### config.mk
export PLATFORM = sky130hd
export DESIGN_NAME = prio_bank_view
export DESIGN_NICKNAME = d
export VERILOG_FILES = /design/src/rtl/prio_view_pkg.sv /design/src/rtl/prio_store.sv /design/src/rtl/iface_bank.sv /design/src/rtl/prio_bank_view.sv
export SDC_FILE = /design/constraint.sdc
export NUM_CORES = 1
export LEC_CHECK = 0
export BUFFER_PORTS_ARGS = -buffer_cell sky130_fd_sc_hd__buf_2
export CORE_MARGIN = 5
export CORE_UTILIZATION = 40
export CTS_CLUSTER_DIAMETER = 30
export DETAILED_ROUTE_END_ITERATION = 10
export GPL_TIMING_DRIVEN = 0
export HOLD_SLACK_MARGIN = 0.05
export RECOVER_POWER = 100
export SLEW_MARGIN = 25
export SYNTH_ARGS = -nofsm -noshare
export SYNTH_HDL_FRONTEND = slang
export SYNTH_SLANG_ARGS = --single-unit
### constraint.sdc
create_clock -name clk_i -period 2.32 [get_ports clk_i]
set_input_delay 0.232 -clock clk_i [delete_from_list [all_inputs] [get_ports clk_i]]
set_output_delay 0.232 -clock clk_i [all_outputs]
set_load 0.05 [all_outputs]
### src/rtl/prio_view_pkg.sv
package prio_view_pkg;
  typedef enum logic [2:0] {
    SEL_PRIO  = 3'd0,
    SEL_PMASK = 3'd1,
    SEL_CTRL  = 3'd2,
    SEL_BPR   = 3'd3,
    SEL_ABPR  = 3'd4,
    SEL_RPRI  = 3'd5
  } reg_sel_e;

  localparam int unsigned PRIO_W = 8;

  // non-secure write into upper half
  function automatic logic [PRIO_W-1:0] ns_squeeze(input logic [PRIO_W-1:0] v);
    return {1'b1, v[PRIO_W-1:1]};
  endfunction

  // non-secure view: shifted when in upper half, else zero
  function automatic logic [PRIO_W-1:0] ns_upper_view(input logic [PRIO_W-1:0] v);
    return v[PRIO_W-1] ? {v[PRIO_W-2:0], 1'b0} : '0;
  endfunction
endpackage

### src/rtl/prio_store.sv
module prio_store
  import prio_view_pkg::*;
#(
  parameter int unsigned NUM_IRQ = 32,
  localparam int unsigned IDX_W  = $clog2(NUM_IRQ)
) (
  input  logic              clk_i,
  input  logic              rst_ni,
  input  logic              we_i,
  input  logic              ns_i,
  input  logic [IDX_W-1:0]  idx_i,
  input  logic [PRIO_W-1:0] wdata_i,
  input  logic [NUM_IRQ-1:0] grp1_i,
  output logic [PRIO_W-1:0] view_o
);
  logic [PRIO_W-1:0] prio_q [NUM_IRQ];
  logic [PRIO_W-1:0] wval;
  logic              wallow;

  assign wallow = !ns_i || grp1_i[idx_i];
  assign wval   = ns_i ? ns_squeeze(wdata_i) : wdata_i;

  for (genvar g = 0; g < NUM_IRQ; g++) begin : g_ent
    always_ff @(posedge clk_i or negedge rst_ni) begin
      if (!rst_ni)                                 prio_q[g] <= '0;
      else if (we_i && wallow && idx_i == IDX_W'(g)) prio_q[g] <= wval;
    end
  end

  always_comb begin
    if (!ns_i)              view_o = prio_q[idx_i];
    else if (grp1_i[idx_i]) view_o = {prio_q[idx_i][PRIO_W-2:0], 1'b0};
    else                    view_o = '0;
  end

  p_ns_grp0_kept_r4: assert property (@(posedge clk_i) disable iff (!rst_ni)
    (we_i && ns_i && !grp1_i[idx_i]) |=> prio_q[$past(idx_i)] == $past(prio_q[idx_i]));

  p_ns_store_upper_r3: assert property (@(posedge clk_i) disable iff (!rst_ni)
    (we_i && ns_i && grp1_i[idx_i]) |=> prio_q[$past(idx_i)][PRIO_W-1]);
endmodule

### src/rtl/iface_bank.sv
module iface_bank
  import prio_view_pkg::*;
#(
  parameter int unsigned CTRL_W = 11,
  parameter int unsigned BPR_W  = 3,
  parameter logic [CTRL_W-1:0] NS_KEEP = 11'h261
) (
  input  logic              clk_i,
  input  logic              rst_ni,
  input  logic              we_i,
  input  logic              ns_i,
  input  reg_sel_e          sel_i,
  input  logic [CTRL_W-1:0] wdata_i,
  output logic [PRIO_W-1:0] pmask_o,
  output logic [CTRL_W-1:0] ctrl_s_o,
  output logic [CTRL_W-1:0] ctrl_ns_o,
  output logic [BPR_W-1:0]  bpr_s_o,
  output logic [BPR_W-1:0]  bpr_ns_o
);
  localparam int unsigned S_G1_BIT  = 1;
  localparam int unsigned NS_G1_BIT = 0;

  logic [PRIO_W-1:0] pmask_q;
  logic [CTRL_W-1:0] ctrl_s_q, ctrl_ns_q;
  logic [BPR_W-1:0]  bpr_s_q, bpr_ns_q;

  always_ff @(posedge clk_i or negedge rst_ni) begin
    if (!rst_ni) begin
      pmask_q   <= '0;
      ctrl_s_q  <= '0;
      ctrl_ns_q <= '0;
      bpr_s_q   <= '0;
      bpr_ns_q  <= '0;
    end else if (we_i) begin
      unique case (sel_i)
        SEL_PMASK: begin
          if (!ns_i)                 pmask_q <= wdata_i[PRIO_W-1:0];
          else if (pmask_q[PRIO_W-1]) pmask_q <= ns_squeeze(wdata_i[PRIO_W-1:0]);
        end
        SEL_CTRL: begin
          if (!ns_i) begin
            ctrl_s_q             <= wdata_i;
            ctrl_ns_q[NS_G1_BIT] <= wdata_i[S_G1_BIT];
          end else begin
            ctrl_ns_q           <= wdata_i & NS_KEEP;
            ctrl_s_q[S_G1_BIT]  <= wdata_i[NS_G1_BIT];
          end
        end
        SEL_BPR: begin
          if (!ns_i) bpr_s_q  <= wdata_i[BPR_W-1:0];
          else       bpr_ns_q <= wdata_i[BPR_W-1:0];
        end
        SEL_ABPR: if (!ns_i) bpr_ns_q <= wdata_i[BPR_W-1:0];
        default: ;
      endcase
    end
  end

  assign pmask_o   = pmask_q;
  assign ctrl_s_o  = ctrl_s_q;
  assign ctrl_ns_o = ctrl_ns_q;
  assign bpr_s_o   = bpr_s_q;
  assign bpr_ns_o  = bpr_ns_q;

  p_mask_refused_r6: assert property (@(posedge clk_i) disable iff (!rst_ni)
    (we_i && ns_i && sel_i == SEL_PMASK && !pmask_q[PRIO_W-1]) |=> $stable(pmask_q));

  p_grp1_alias_r9: assert property (@(posedge clk_i) disable iff (!rst_ni)
    ctrl_s_q[S_G1_BIT] == ctrl_ns_q[NS_G1_BIT]);

  p_ns_ctrl_bits_r8: assert property (@(posedge clk_i) disable iff (!rst_ni)
    (ctrl_ns_q & ~NS_KEEP) == '0);

  p_abpr_ns_ignored_r11: assert property (@(posedge clk_i) disable iff (!rst_ni)
    (we_i && ns_i && sel_i == SEL_ABPR) |=> $stable(bpr_ns_q));
endmodule

### src/rtl/prio_bank_view.sv
module prio_bank_view
  import prio_view_pkg::*;
#(
  parameter int unsigned NUM_IRQ = 32,
  parameter int unsigned CTRL_W  = 11,
  parameter int unsigned BPR_W   = 3,
  localparam int unsigned IDX_W  = $clog2(NUM_IRQ)
) (
  input  logic               clk_i,
  input  logic               rst_ni,
  input  logic               rd_en_i,
  input  logic               wr_en_i,
  input  logic               ns_i,
  input  logic [2:0]         sel_i,
  input  logic [IDX_W-1:0]   idx_i,
  input  logic [CTRL_W-1:0]  wdata_i,
  input  logic [NUM_IRQ-1:0] grp1_i,
  input  logic [PRIO_W-1:0]  run_prio_i,
  output logic [CTRL_W-1:0]  rdata_o,
  output logic               rvalid_o
);
  reg_sel_e          sel;
  logic [PRIO_W-1:0] prio_view, pmask;
  logic [CTRL_W-1:0] ctrl_s, ctrl_ns, rmux;
  logic [BPR_W-1:0]  bpr_s, bpr_ns;

  assign sel = reg_sel_e'(sel_i);

  prio_store #(.NUM_IRQ(NUM_IRQ)) u_store (
    .clk_i, .rst_ni,
    .we_i    (wr_en_i && sel == SEL_PRIO),
    .ns_i,
    .idx_i,
    .wdata_i (wdata_i[PRIO_W-1:0]),
    .grp1_i,
    .view_o  (prio_view)
  );

  iface_bank #(.CTRL_W(CTRL_W), .BPR_W(BPR_W)) u_iface (
    .clk_i, .rst_ni,
    .we_i      (wr_en_i),
    .ns_i,
    .sel_i     (sel),
    .wdata_i,
    .pmask_o   (pmask),
    .ctrl_s_o  (ctrl_s),
    .ctrl_ns_o (ctrl_ns),
    .bpr_s_o   (bpr_s),
    .bpr_ns_o  (bpr_ns)
  );

  always_comb begin
    rmux = '0;
    unique case (sel)
      SEL_PRIO:  rmux = CTRL_W'(prio_view);
      SEL_PMASK: rmux = CTRL_W'(ns_i ? ns_upper_view(pmask) : pmask);
      SEL_CTRL:  rmux = ns_i ? ctrl_ns : ctrl_s;
      SEL_BPR:   rmux = CTRL_W'(ns_i ? bpr_ns : bpr_s);
      SEL_ABPR:  rmux = ns_i ? '0 : CTRL_W'(bpr_ns);
      SEL_RPRI:  rmux = CTRL_W'(ns_i ? ns_upper_view(run_prio_i) : run_prio_i);
      default:   rmux = '0;
    endcase
  end

  always_ff @(posedge clk_i or negedge rst_ni) begin
    if (!rst_ni) begin
      rdata_o  <= '0;
      rvalid_o <= 1'b0;
    end else begin
      rvalid_o <= rd_en_i;
      if (rd_en_i) rdata_o <= rmux;
    end
  end

  p_rvalid_next_r12: assert property (@(posedge clk_i) disable iff (!rst_ni)
    rd_en_i |=> rvalid_o);

  p_ns_abpr_zero_r11: assert property (@(posedge clk_i) disable iff (!rst_ni)
    (rd_en_i && ns_i && sel == SEL_ABPR) |=> rdata_o == '0);
endmodule

# [Word-level counts from Yosys, hierarchy flattened]
# Cells that the tools add are included.
[totals] n_memories=0 output_inout_bits=12 reg_bits=296 wordCells=152 inputBits=64 latchBits=0 mem_bits_rw=0 rom_bits=0
[classes] n_mux=22 shifts=0 eq_ne=39 n_bitwise=2 addsub=0 div=0 order_cmp=2 mul=0 reduce_logical=46
[ops] operator="8-bit 2-to-1 mux" count=11
[ops] operator="5-bit equality test, second input constant" count=16
[ops] operator="11-bit case mux with 6 select lines" count=1
[ops] operator="8-bit binary-select mux with 5-bit select" count=1
[ops] operator="5-bit by 4-bit equality test with 1-bit output, second input constant" count=8
[ops] operator="1-bit logical AND" count=34
[ops] operator="5-bit by 3-bit equality test with 1-bit output, second input constant" count=4
[ops] operator="3-bit 2-to-1 mux" count=4
[ops] operator="3-bit AND reduction" count=4
[ops] operator="11-bit 2-to-1 mux" count=1
[ops] operator="5-bit by 2-bit equality test with 1-bit output, second input constant" count=2
[ops] operator="3-bit by 2-bit equality test with 1-bit output, second input constant" count=2
[ops] operator="3-bit equality test, second input constant" count=2
[ops] operator="6-bit >= comparator, second input constant" count=1
[ops] operator="5-bit by 6-bit less-than comparator with 1-bit output, second input constant" count=1
[ops] operator="5-bit inverter with 6-bit output" count=1
[ops] operator="3-bit case mux with 2 select lines" count=1
[ops] operator="1-bit binary-select mux with 5-bit select" count=1
[ops] operator="5-bit by 1-bit equality test with 1-bit output, second input constant" count=1
[ops] operator="5-bit logical NOT" count=1
[ops] operator="2-bit inequality test, second input constant" count=2
[ops] operator="2-bit AND reduction" count=2
[ops] operator="4-bit AND reduction" count=1
[ops] operator="3-bit by 1-bit equality test with 1-bit output, second input constant" count=1
[ops] operator="other kinds (7)" count=8

# [Logic depth before layout (Yosys ltp)]
# Gate-level depths: netlist of run 1.
[depth] word_depth=7 ltp_mapped=10

# [Hierarchy]
# From an unflattened synthesis of run 1, not the netlist that was laid out.
[hier_totals] hier_cells=991 area_unflattened_um2=14971.9
[modules_own_cells] module="prio_store" seq_area_each_um2=6406.1 area_per_inst_um2=12643.4 cells_per_inst=774 n_inst=1
[modules_own_cells] module="iface_bank" seq_area_each_um2=700.7 area_per_inst_um2=1276.2 cells_per_inst=94 n_inst=1
[modules_own_cells] module="prio_bank_view" seq_area_each_um2=300.3 area_per_inst_um2=1052.3 cells_per_inst=123 n_inst=1

# [Worst setup path before layout of run 1]
# Ideal clock, no wire load.
[synth_timing] path_type="input-to-reg" startpoint="input port idx_i[0]" endpoint="register u_store.prio_q[144] (netlist name)" setup_slack_ns=0.222 required_ns=2.254 path_buffers=4 cell_stages=9 arrival_time_ns=2.031 path_cell_list="buf_4 > mux4_2 > a22oi_1 > nand4_1 > a21oi_2 > buf_6 > buf_6 > buf_6 > o32a_1"
[synth_via] elab_chain_cells=5 word_cells_on_any_way=6 cone_classes="eq/ne (1); mux (2); reduce/logical (3)"
[synth_rtl] item="start: declaration" line_no="prio_bank_view.sv:15" text="input logic [IDX_W-1:0] idx_i,"
[synth_rtl] item="1-bit binary-select mux with 5-bit select" line_no="prio_store.sv:20" text="assign wallow = !ns_i || grp1_i[idx_i];"
[synth_rtl] item="1-bit 2-to-1 mux (not written as such)" line_no="prio_store.sv:20"
[synth_rtl] item="1-bit logical OR" line_no="prio_store.sv:20"
[synth_rtl] item="1-bit logical AND" line_no="prio_store.sv:26" text="else if (we_i && wallow && idx_i == IDX_W'(g)) prio_q[g] <= wval;"
[synth_rtl] item="1-bit logical AND (*)" line_no="prio_store.sv:26"
[synth_rtl] item="end signal: indexed assignment" line_no="prio_store.sv:26"
[synth_rtl] item="end: declaration" line_no="prio_store.sv:16" text="logic [PRIO_W-1:0] prio_q [NUM_IRQ];"
# Every way passes the cells marked *; elsewhere a longest branch is shown, timed or not. The select of a mux whose other input is x is not followed.
# A chain may end at the register's enable or synchronous reset.

# [Final worst setup path of run 1]
[layout_timing] startpoint="input port sel_i[0]" endpoint="register u_store.prio_q[176] (netlist name)"
[layout_via] elab_chain_cells=4
[layout_rtl] item="start: declaration" line_no="prio_bank_view.sv:14" text="input logic [2:0] sel_i,"
[layout_rtl] item="3-bit logical NOT" line_no="prio_bank_view.sv:31" text=".we_i (wr_en_i && sel == SEL_PRIO),"
[layout_rtl] item="1-bit logical AND" line_no="prio_bank_view.sv:31"
[layout_rtl] item="1-bit logical AND (2 in a row)" line_no="prio_store.sv:26"
# Every way passes these cells.

==> metrics.yaml, run 1 <==
run_status:
  status: "completed"
die:
  die_h_um: 200
  die_area_sq_um: 39900
  die_x_um: 200
  rows: 69
  ios: 76
  start_util_pct: 40.5
  core-area_sq_um: 35600
worst_setup_path:
  path_max_fanout: 9
  r2r_slack_ns: 0.10
  critPathArrivalTime_ns: 2.79
  critical_path_required_ns: 2.80
  path_class: "input port to flip-flop"
  rr_endpoint: "rdata_o[2]"
  reg2reg_from: "u_store.prio_q[34]"
  rr_worst_depth: 5
  start_kind: "input port"
  cp-end-kind: "flip-flop"
route:
  routed_wirelength_mm: 52.5
  ant_nets: 0
  detail_route.wl_per_cell_um: 29.8
  drt_first_pass_iters: 6
  vias: 11900
  via_per_inst: 6.76
  drc: 0
  drtIter0Drc: 1347
clock_network:
  clock_path_buffers: 3
  clock_latency_ns: 0.56
  cts_root_buf: "clkbuf_16"
  htreeDepth: 3
  clock-sinks: 296
  cts_tree: "built"
  cts-buffers-inserted: 74
  clk_pin_slew_ns: 0.04
worst_hold_path:
  hold_start: "wr_en_i"
  hp-class: "input port to flip-flop"
  hold_depth: 3
  worstHoldEndpoint: "u_iface.pmask_o[7]"
sta:
  setup_viol: 0
  slew_viol_final: 0
  finalCritPeriodShare_pct: 99.7
  min_period_ns: 2.31
  finalClockSkew_ns: 0.0249
  relSlewSlack_pct: 3.79
  hold_viol_final: 0
  clock.fmax_ghz: 0.433
  worstMarginPinSlew_ns: 1.44
  rsz0062_at_grt: "yes"
  finalHoldWorstSlack_ns: 0.130
logic_synthesis:
  yosys-top-cells-count: "296 x dfrtp_1, 225 x o32a_1, 74 x nand2_1"
  ys_seq_elements: 296
  synth.area.top_cells: "dfrtp_1 51%, o32a_1 16%, mux4_2 8.6%"
  ys_async_sr_fraction_pct: 100
  synth_top_area_share_pct: 51.4
  syn_inst: 1078
  yosys.cell_count.top_type: "dfrtp_1"
  synth.avg_cell_area_sq_um: 13.4
  syn-num-nets: 1142
  yosysWarnings: 0
  yosysSeqAreaShare_pct: 51.4
  yosys.area.top_type: "dfrtp_1"
  netlist-cell-type-count: 50
  synth_flop_cell: "dfrtp_1"
  synth_edf_count: 0
  syn_area_sq_um: 14400
global_routing:
  grt_overflow: 0
  grt_usage_pct: 26.1
  grt_pass1_wl_mm: 78.4
  antenna_found_initial: 0
  grt_pass1_vias: 12200
  grt_start_max_net_pins: 92
cells_and_area:
  antenna_cells: 0
  layout.nets: 1306
  drive_gt1_share_pct: 29.4
  synthToLayoutAreaGrowth_pct: 26.7
power_and_ir_drop:
  power.total_w: 0.0180
  power.density_nw_per_um2: 988
  p_leak_nw: 7.78
  irDropWorstVdd_v: 0.000575
placement:
  gp_congestion: 0.930
  dp_hpwl_mm: 36.4
  port_buffers: 71
run:
  cap_violations: 0
-- worst max-delay path by stage --
stage / to / start / cells past startpoint / slack (ns)
floorplan: u_store.prio_q[144] / idx_i[0] / 9 / 0.22
global route: u_store.prio_q[54] / idx_i[2] / 9 / -0.007
CTS: u_store.prio_q[37] / idx_i[1] / 8 / -0.01
detailed placement: rdata_o[4] / idx_i[1] / 10 / -1.14
finish: u_store.prio_q[176] / sel_i[0] / 7 / 0.008
global placement: u_store.prio_q[99] / rst_ni / 1 / -4.63
-- per-stage QoR --
| stage | TNS [ns] | util (%) | instance area, sq um | instances | setup WS, ns |
|---|---|---|---|---|---|
| global route | -0.0159 | 51.3 | 18200 | 1760 | -0.00691 |
| detailed placement | -176.32 | 43.4 | 15400 | 1613 | -1.14 |
| CTS | -0.0687 | 51.2 | 18200 | 1760 | -0.0119 |
| global placement | -1556.55 | 43.1 | 15300 | 1610 | -4.63 |
| finish | 0 | 51.3 | 18200 | 1760 | 0.00794 |
| floorplan | 0 | - | 14400 | 1078 | 0.222 |
-- state kept, by name (all words and copies together), names as in the netlist --
name               cells
u_store.prio_q       256
rdata_o               11
u_iface.ctrl_s_o      10
u_iface.pmask_o        8
u_iface.ctrl_ns_o      4
u_iface.bpr_ns_o       3
u_iface.bpr_s_o        3
rvalid_o               1
-- metal layers --
layer	vias up	track usage, %	routed length (um)
li1	4856	-	-
met1	6187	36.1	21500
met2	699	39.8	23500
met3	156	6.53	5500
met4	0	10.5	2030
met5	-	0	0
-- worst max-delay path: stages --
cell and delay, ns:
clkbuf_1 0.21, nor3_2 0.49, and3_1 0.22, clkbuf_1 0.29, nand2_1 0.38, nor3_2 0.68
o32a_1 0.28
-- cell type report --
type / count / area, sq um
fill: 3097 / 17300
sequential: 296 / 7410
multi-input combinational: 675 / 6570
clock buffer: 96 / 2060
buffer: 97 / 627
tap: 461 / 577
timing repair buffer: 88 / 542
clock inverter: 37 / 427
inverter: 10 / 37.5
-- cells by family after synthesis --
logic type             after synthesis  synth area share (%)
AO/OA/AOI/OAI                      359                  22.5
flip-flops                         296                  51.4
AND/OR/NAND/NOR                    181                  7.14
multiplexers                       135                  14.5
buffers and inverters              107                  4.40
-- placed cells by master (no fill, tap or decap), drive strengths merged, types with 13 or more instances in the layout --
cell         Yosys  routed
dfrtp          296     296
o32a           225     225
clkbuf          38     153
buf             59     115
nand2           74      74
mux4            55      55
mux2i           43      43
mux2            37      37
nor3            37      37
o22a            33      33
o21ai           25      25
clkinv           2      18
nor2            14      14
dlygate4sd3      0      13
a21oi           13      13
-- where the power goes --
part / internal [W] / switching [W] / total [W]
logic: 0.000777 / 0.00112 / 0.00190
registers: 0.00564 / 0.000277 / 0.00592
clock network: 0.00708 / 0.00312 / 0.0102
total: 0.0135 / 0.00452 / 0.0180
-- what timing repair did --
| item | CTS | global route |
|---|---|---|
| setup endpoints to repair | 196 | 125 |
| hold buffers | 13 | 0 |
| gates resized for setup | 33 | 21 |
| buffers inserted | 1 | 0 |
| hold endpoints to repair | 86 | 0 |
| pin swaps | 2 | 1 |
(Power assumes the default switching activity.)
==> run 2, diff against run 1 <==
--- a/config.mk
+++ b/config.mk
@@ -5,6 +5,7 @@
 export SDC_FILE = /design/constraint.sdc
 export NUM_CORES = 1
 export LEC_CHECK = 0
+export ABC_AREA = 1
 export BUFFER_PORTS_ARGS = -buffer_cell sky130_fd_sc_hd__buf_2
 export CORE_MARGIN = 5
 export CORE_UTILIZATION = 40
==> metrics.yaml, run 2 <==
logic_synthesis:
  synth.area.top_cells: "dfrtp_1 49%, nand2_1 34%, nand3_1 4.7%"  # was dfrtp_1 51%, o32a_1 16%, mux4_2 8.6%
  yosys-top-cells-count: "1358 x nand2_1, 296 x dfrtp_1, 144 x nand3_1"  # was 296 x dfrtp_1, 225 x o32a_1, 74 x nand2_1
  netlist-cell-type-count: 29  # was 50
  yosys.area.top_type: "dfrtp_1"  # unchanged
  yosys.cell_count.top_type: "nand2_1"  # was dfrtp_1
  synth.avg_cell_area_sq_um: 6.88  # was 13.4 sq um
  yosysSeqAreaShare_pct: 48.7  # was 51.4%
  syn_area_sq_um: 15200  # was 14400 sq um
  yosysWarnings: 0  # unchanged
  ys_async_sr_fraction_pct: 100  # unchanged
  synth_edf_count: 0  # unchanged
  synth_top_area_share_pct: 48.7  # was 51.4%
  syn-num-nets: 2275  # was 1142
  syn_inst: 2211  # was 1078
  ys_seq_elements: 296  # unchanged
  synth_flop_cell: "dfrtp_1"  # unchanged
clock_network:
  htreeDepth: 3  # unchanged
  clock-sinks: 296  # unchanged
  cts-buffers-inserted: 79  # was 74
  clock_path_buffers: 3  # unchanged
  clk_pin_slew_ns: 0.04  # about the same
  cts_root_buf: "clkbuf_16"  # unchanged
  cts_tree: "built"  # unchanged
  clock_latency_ns: 0.59  # was 0.56 ns
cells_and_area:
  fin_cells: 2952  # was 1760
  final_cell_mix: "1357 x nand2_1, 296 x dfrtp_1, 144 x nand3_1"  # was 296 x dfrtp_1, 225 x o32a_1, 75 x clkbuf_16
  largest_reg_flops: 256  # unchanged
  drive_gt1_share_pct: 11.2  # was 29.4%
  synthToLayoutAreaGrowth_pct: 26.3  # was 26.7%
  antenna_cells: 0  # unchanged
  fin_area_sq_um: 19200  # was 18200 sq um
  filler_cell_count: 3800  # was 3097
  max_flop_register: "u_store.prio_q"  # unchanged
  final_common_cell: "nand2_1"  # was dfrtp_1
  layout.nets: 2445  # was 1306
worst_setup_path:
  rr_worst_depth: 14  # was 5
  path_class: "input port to flip-flop"  # unchanged
  cp-end-kind: "flip-flop"  # unchanged
  critPathArrivalTime_ns: 2.69  # was 2.79 ns
  start_kind: "input port"  # unchanged
  critical_path_required_ns: 2.77  # was 2.80 ns
  crit_chain: "buf_2, nor2_1, nand2_1, nand3_1, nor2_1, o21ai_1, nand2_2, nor2_4, clkbuf_4, nand2_1, nand2_1, nand2_1"  # was clkbuf_1, nor3_2, and3_1, clkbuf_1, nand2_1, nor3_2, o32a_1
  slowest_stage: "nor2_1"  # was nor3_2
  max_stage_delay_ns: 0.68  # about the same
  path_max_fanout: 10  # was 9
  crit_top_cell: "nand2_1"
placement:
  dp_cells: 2796  # was 1613
  dp_hpwl_mm: 42.7  # was 36.4 mm
  port_buffers: 71  # unchanged
  dpl-instance-area_sq_um: 16300  # was 15400 sq um
  gp_congestion: 1.01  # was 0.930
run_status:
  status: "completed"  # unchanged
die:
  start_util_pct: 40.5  # about the same
  die_area_sq_um: 42000  # was 39900 sq um
  rows: 71  # was 69
  core-area_sq_um: 37600  # was 35600 sq um
  die_x_um: 205  # was 200 um
  die_h_um: 205  # was 200 um
  ios: 76  # unchanged
route:
  drc: 0  # unchanged
  detail_route.wl_per_cell_um: 21.2  # was 29.8 um
  ant_nets: 0  # unchanged
  via_per_inst: 5.33  # was 6.76
  drt_first_pass_iters: 6  # unchanged
  routed_wirelength_mm: 62.5  # was 52.5 mm
  drtIter0Drc: 1928  # was 1347
  vias: 15700  # was 11900
global_routing:
  antenna_found_initial: 0  # unchanged
  grt_usage_pct: 29.5  # was 26.1%
  grt_pass1_wl_mm: 93.1  # was 78.4 mm
  grt_pass1_vias: 15100  # was 12200
  grt_start_max_net_pins: 93  # was 92
  grt_overflow: 0  # unchanged
power_and_ir_drop:
  p_leak_nw: 10.5  # was 7.78 nW
  irDropWorstVdd_v: 0.000469  # was 0.000575 V
  power.density_nw_per_um2: 965  # was 988 nW/um^2
worst_hold_path:
  hold_depth: 3  # unchanged
  hp-class: "input port to flip-flop"  # unchanged
sta:
  relSlewSlack_pct: 16.0  # was 3.79%
  setup_viol: 0  # unchanged
  hold_viol_final: 0  # unchanged
  finalCritPeriodShare_pct: 96.8  # was 99.7%
  clock.fmax_ghz: 0.445  # was 0.433 GHz
  rsz0062_at_grt: "yes"  # unchanged
  min_period_ns: 2.24  # was 2.31 ns
  slew_viol_final: 0  # unchanged
  finalClockSkew_ns: 0.0186  # was 0.0249 ns
  worstMarginPinSlew_ns: 1.26  # was 1.44 ns
run:
  cap_violations: 0  # unchanged
[run 2: cell type report]
| cell class | instances | area [sq um] | share of cell area, % |
|---|---|---|---|
| Timing Repair Buffer | 91 | 547 | 2.85 |
| Tap cell | 511 | 639 | 3.33 |
| Clock inverter | 39 | 505 | 2.63 |
| Buffer | 109 | 536 | 2.79 |
| Sequential cell | 296 | 7410 | 38.6 |
| Clock buffer | 102 | 2250 | 11.7 |
| Multi-Input combinational cell | 1746 | 7100 | 37.0 |
| Inverter | 58 | 221 | 1.15 |
[run 2: logic make-up (layout without fill, tap and decap cells)]
| family | count (synthesis) | in the layout | synth area share, % |
|---|---|---|---|
| DFF | 296 | 296 | 48.7 |
| and+or+nand+nor | 1641 | 1641 | 42.6 |
| AOI/OAI and AO/OA | 104 | 104 | 3.91 |
| buffers and inverters | 169 | 399 | 4.75 |
| muxes | 1 | 1 | 0.0740 |
[run 2: per-layer routing]
layer	part of all wire (%)	up-vias	GRT usage (%)	wire length (um)
li1	-	7229	-	-
met1	42	7453	40.9	26000
met2	43	899	43.9	26700
met3	11	162	6.44	6600
met4	5.1	0	14.3	3190
met5	0	-	0	0
[run 2: through the flow]
step / hold WS, ns / total power (W) / utilization (%) / worst slack, ns / TNS, ns
3_5_place_dp: 0.193 / 0.00724 / 43.4 / -0.739 / -152.39
3_3_place_gp: 0.370 / 0.00720 / 43.1 / -4.81 / -1566.27
4_1_cts: 0.0682 / 0.0186 / 51.1 / 0.0145 / 0
5_1_grt: 0.104 / 0.0190 / 51.1 / -0.0479 / -0.122
2_1_floorplan: -0.0636 / 0.00650 / - / 0.351 / 0
6_report: 0.0850 / 0.0185 / 51.1 / 0.0753 / 0
[run 2: worst paths after layout]
check	from	endpoint	slack (ns)
setup / recovery	idx_i[3]	u_store.prio_q[121]	0.08
hold reg to reg	u_store.prio_q[176]	u_store.prio_q[176]	0.46
min in group asynchronous	rst_ni	u_store.prio_q[18]	0.15
max in group asynchronous	rst_ni	u_store.prio_q[120]	0.34
hold / removal	wr_en_i	u_iface.bpr_ns_o[1]	0.08
setup reg to reg	u_store.prio_q[101]	rdata_o[6]	0.34
[run 2: timing repair]
action	4_1_cts	5_1_grt
gates resized for setup	6	33
pin swaps	0	1
hold endpoints to repair	145	0
hold buffers	15	0
endpoints found under the setup margin	138	167
buffers inserted	0	2
[run 2: critical path: cells and delay by family]
kind,cells,cell delay [ns]
compound gates,1,0.15
buf+inv,2,0.45
simple gates,9,1.84
[run 2: where the power goes]
part | internal, W | switching (W) | leakage [nW]
logic | 0.000391 | 0.00118 | 5.18
registers | 0.00548 | 0.000188 | 4.03
clock network | 0.00797 | 0.00333 | 1.34
total | 0.0138 | 0.00469 | 10.5
